--- src/rtl/ifs_pkg.sv ---
package ifs_pkg;
  // Which half of a word-select period the output stage is filling.
  typedef enum logic {
    SLOT_DIRECT = 1'b0,
    SLOT_MIRROR = 1'b1
  } slot_e;

  localparam int unsigned IFS_DELAY_STAGES = 2;
endpackage

--- src/rtl/ifs_rst_sync.sv ---
module ifs_rst_sync (
  input  logic clk,
  input  logic rst_n,
  output logic rst_q_n
);
  logic [1:0] sync_q;
  logic [1:0] sync_d;

  always_comb sync_d = {sync_q[0], 1'b1};

  always_ff @(posedge clk or negedge rst_n) begin
    if (!rst_n) sync_q <= 2'b00;
    else        sync_q <= sync_d;
  end

  assign rst_q_n = sync_q[1];
endmodule

--- src/rtl/ifs_half_delay.sv ---
module ifs_half_delay #(
  parameter int unsigned DEPTH = 32
) (
  input  logic clk,
  input  logic rst_n,
  input  logic d,
  output logic q
);
  logic [DEPTH-1:0] sr_q;
  logic [DEPTH-1:0] sr_d;

  always_comb sr_d = {sr_q[DEPTH-2:0], d};

  always_ff @(posedge clk or negedge rst_n) begin
    if (!rst_n) sr_q <= '0;
    else        sr_q <= sr_d;
  end

  assign q = sr_q[DEPTH-1];
endmodule

--- src/rtl/ifs_slot_mux.sv ---
module ifs_slot_mux
  import ifs_pkg::*;
(
  input  slot_e slot,
  input  logic  live,
  input  logic  half_old,
  input  logic  full_old,
  output logic  a_nxt,
  output logic  b_nxt
);
  always_comb begin
    unique case (slot)
      SLOT_DIRECT: begin
        a_nxt = live;
        b_nxt = half_old;
      end
      SLOT_MIRROR: begin
        a_nxt = ~half_old;
        b_nxt = ~full_old;
      end
      default: begin
        a_nxt = 1'b0;
        b_nxt = 1'b0;
      end
    endcase
  end
endmodule

--- src/rtl/ifs_splitter.sv ---
module ifs_splitter
  import ifs_pkg::*;
#(
  parameter int unsigned FRAME_BITS = 64
) (
  input  logic clk,
  input  logic rst_n,
  input  logic ws_in,
  input  logic sd_in,
  output logic ws_out,
  output logic sd_a,
  output logic sd_b
);
  localparam int unsigned HALF = FRAME_BITS / 2;
  localparam int unsigned NSTG = IFS_DELAY_STAGES;

  logic rst_q_n;
  logic ws_r, sd_r;
  logic ws_q, a_q, b_q;
  logic a_nxt, b_nxt;
  logic tap [0:NSTG];

  ifs_rst_sync u_rst (
    .clk     (clk),
    .rst_n   (rst_n),
    .rst_q_n (rst_q_n)
  );

  // input capture
  always_ff @(posedge clk or negedge rst_q_n) begin
    if (!rst_q_n) begin
      ws_r <= 1'b0;
      sd_r <= 1'b0;
    end else begin
      ws_r <= ws_in;
      sd_r <= sd_in;
    end
  end

  assign tap[0] = sd_r;

  // cascade of half-frame delay stages: tap[g] is g half-frames old
  for (genvar g = 0; g < NSTG; g++) begin : g_stage
    ifs_half_delay #(.DEPTH(HALF)) u_dly (
      .clk   (clk),
      .rst_n (rst_q_n),
      .d     (tap[g]),
      .q     (tap[g+1])
    );
  end

  ifs_slot_mux u_mux (
    .slot     (slot_e'(ws_r)),
    .live     (tap[0]),
    .half_old (tap[1]),
    .full_old (tap[2]),
    .a_nxt    (a_nxt),
    .b_nxt    (b_nxt)
  );

  // output stage
  always_ff @(posedge clk or negedge rst_q_n) begin
    if (!rst_q_n) begin
      ws_q <= 1'b0;
      a_q  <= 1'b0;
      b_q  <= 1'b0;
    end else begin
      ws_q <= ws_r;
      a_q  <= a_nxt;
      b_q  <= b_nxt;
    end
  end

  assign ws_out = ws_q;
  assign sd_a   = a_q;
  assign sd_b   = b_q;
endmodule

--- config.mk ---
export PLATFORM = sky130hd
export DESIGN_NAME = ifs_splitter
export DESIGN_NICKNAME = d
export VERILOG_FILES = /design/src/rtl/ifs_pkg.sv /design/src/rtl/ifs_rst_sync.sv /design/src/rtl/ifs_half_delay.sv /design/src/rtl/ifs_slot_mux.sv /design/src/rtl/ifs_splitter.sv
export SDC_FILE = /design/constraint.sdc
export NUM_CORES = 1
export LEC_CHECK = 0
export BUFFER_PORTS_ARGS = -buffer_cell sky130_fd_sc_hd__buf_2
export CAP_MARGIN = 20
export CORE_MARGIN = 3
export CORE_UTILIZATION = 61
export CTS_CLUSTER_DIAMETER = 120
export CTS_CLUSTER_SIZE = 10
export DETAILED_ROUTE_END_ITERATION = 16
export MAX_ROUTING_LAYER = met4
export PLACE_DENSITY = 0.79
export SLEW_MARGIN = 5
export SYNTH_ARGS = -nofsm -noshare
export SYNTH_HDL_FRONTEND = slang
export SYNTH_SLANG_ARGS = --single-unit
--- constraint.sdc ---
create_clock -name clk -period 3.98 [get_ports clk]
set_input_delay 0.199 -clock clk [delete_from_list [all_inputs] [get_ports clk]]
set_output_delay 0.199 -clock clk [all_outputs]
set_load 0.01 [all_outputs]
==> reports/results.ini <==
[cells_and_area]
seq_area_mm2=0.00178
diodes=0
nets=101
multi_input_comb_area_um2=22.5
fill_cells=167
layout_common_cells=dfrtp_1, clkbuf_4, buf_2, clkbuf_8, dlygate4sd3_1
area_growth_syn_to_layout_pct=14.4
final_common_cell=dfrtp_1
layout-drive-gt1-share=0.225

[place]
dp_slack_ps=3010
port_buffers=6
dpl.hpwl_um=884
gp_congestion=0.656

[clock_network]
cts_buffers=9
cts_root_buffer=clkbuf_4
clock_latency_ps=380
postCtsHoldBufs=3
postCtsResizedCells=0
path_clk_slew_ps=100
cts_tree=done
clock_sinks=71
clockBufferDepth=2
h-tree-depth=3
cts_setup_buffers=0

[setup_path]
crit_chain=buf_2
timing.critical_path.to_type=primary output
cp.arrival_ps=900
critical_path_class=flip-flop to primary output
cp-start-kind=flip-flop
slowest_stage=dfrtp_1
cp_num_buf_inv=1
cp_top_family=flip-flops
required_ps=3780
cp_slowest_stage_delay_ps=380
crit_fanout=1

[routing]
vias=609
routedWlPerCell_um=14.2
drtPass1Iterations=3
drcViolationCount=0
drt-initial-drc-count=33
antenna_left=0
finalWirelength_um=1890
post_drt_via_cell_ratio=4.58

[sta]
drv_slew=0
setup_slack_ps=2880
fin_crit_sh=0.276
worst_clock_skew_ps=9.12
hold_viol_final=0
setup_viol=0
worst_pin_slew_ps=771
fin_setup_tns_ps=0
rsz0062_at_grt=false
whs_ps=115
fmax_mhz=909
final.min_clock_period_ps=1100
relSlewSlack=0.486

[synth]
synth_fa_ha_area_frac=0
synth_cell_types=6
avgSynthCellArea_um2=23.7
ys_top_cells_by_area=dfrtp_1, mux2i_1, a21oi_1
syn-num-nets=80
synth_seq_cells=71
synth_top_area_cell=dfrtp_1
netlist_area_mm2=0.00180
synth-xor-area-share=0
synth_mux_area_frac=0.00555
synth_cells=76
yosys.area_share.simple=0.00208
synth_top_area_share=0.985
synth_top_family_by_area=multiplexers
synth_compound_gate_area_share=0.00278
yosys_warnings=0
synth_seq_area_share=0.985

[floorplan]
core_area_mm2=0.00278
dieHeight_um=60.4
fp.dieW_um=60.4
die_area_mm2=0.00364
ios=7
start_util=0.648
num_rows=19

[global_route]
track_usage=0.149
grt_start_max_net_pins=70
antenna_found_initial=0
grt_pass1_vias=648
grt_first_pass_wirelength_um=3220
grt_overflow=0

[hold_path]
hold_class=primary input to asynchronous set/reset pin

[power]
ir_drop_v=0.000648
p_per_area_mw_per_mm2=599
p_leak_uw=0.00100

[job]
maxCapViolCount=0

[outcome]
status=finished clean

## final timing paths
check	slack, ps	cells after the start	startpoint	end
worst min-delay path	120	2	rst_n	u_rst.sync_q[1]$_DFF_PN0_
worst max register to register	3050	1	u_rst.sync_q[1]$_DFF_PN0_	g_stage[0].u_dly.sr_q[0]$_DFF_PN0_
min in group clk	350	0	g_stage[0].u_dly.sr_q[17]$_DFF_PN0_	g_stage[0].u_dly.sr_q[18]$_DFF_PN0_
max in group asynchronous	3050	1	u_rst.sync_q[1]$_DFF_PN0_	g_stage[0].u_dly.sr_q[0]$_DFF_PN0_
worst max-delay path	2880	1	sd_a$_DFF_PN0_	sd_a
worst min register to register	350	0	g_stage[0].u_dly.sr_q[17]$_DFF_PN0_	g_stage[0].u_dly.sr_q[18]$_DFF_PN0_
## per-layer routing
layer	routed length (um)	up-vias	GRT usage
li1	-	277	-
met1	992	316	0.207
met2	740	14	0.154
met3	137	2	0.109
met4	17	0	0.0759
met5	0	-	-
## layout make-up
cell class / instances / area share
clock buffer: 13 / 0.0546
inverter: 1 / 0.00182
multi-input combinational: 4 / 0.0109
sequential: 71 / 0.862
clock inverter: 3 / 0.0194
timing repair buffer: 10 / 0.0327
tap: 31 / 0.0188
## flip-flops by register name (all words and copies together) (netlist names)
name                flops
sd_r                    1
sd_a                    1
ws_r                    1
u_rst.sync_q            2
sd_b                    1
g_stage.u_dly.sr_q     64
ws_out                  1
## per-stage QoR
step                      instance area, um^2  cells   util  power, uW
final                                    2060    133  0.742       1240
after global routing                     2060    133  0.742       1300
after CTS                                2060    133  0.742       1260
after detailed placement                 1880    114  0.676        792
after global placement                   1880    114  0.676        791
after floorplan                          1800     76      -        781
## logic make-up after synthesis
| family | Yosys count |
|---|---|
| buffers and inverters | 1 |
| AO/OA/AOI/OAI | 1 |
| multiplexers | 1 |
| other | 1 |
| flip-flops | 71 |
| AND/OR/NAND/NOR | 1 |
## cells in the mapped netlist (all sizes together)
cell type	number
nor2	1
dfrtp	71
a21oi	1
inv	1
mux2i	1
conb	1
## power by group
part	switching (uW)	total, uW	internal [uW]	leakage (uW)
sequential	9.71	759	750	0.000860
clock	214	456	242	0.0000861
combinational	14.8	20.3	5.55	0.0000576
(Power assumes the default switching activity.)
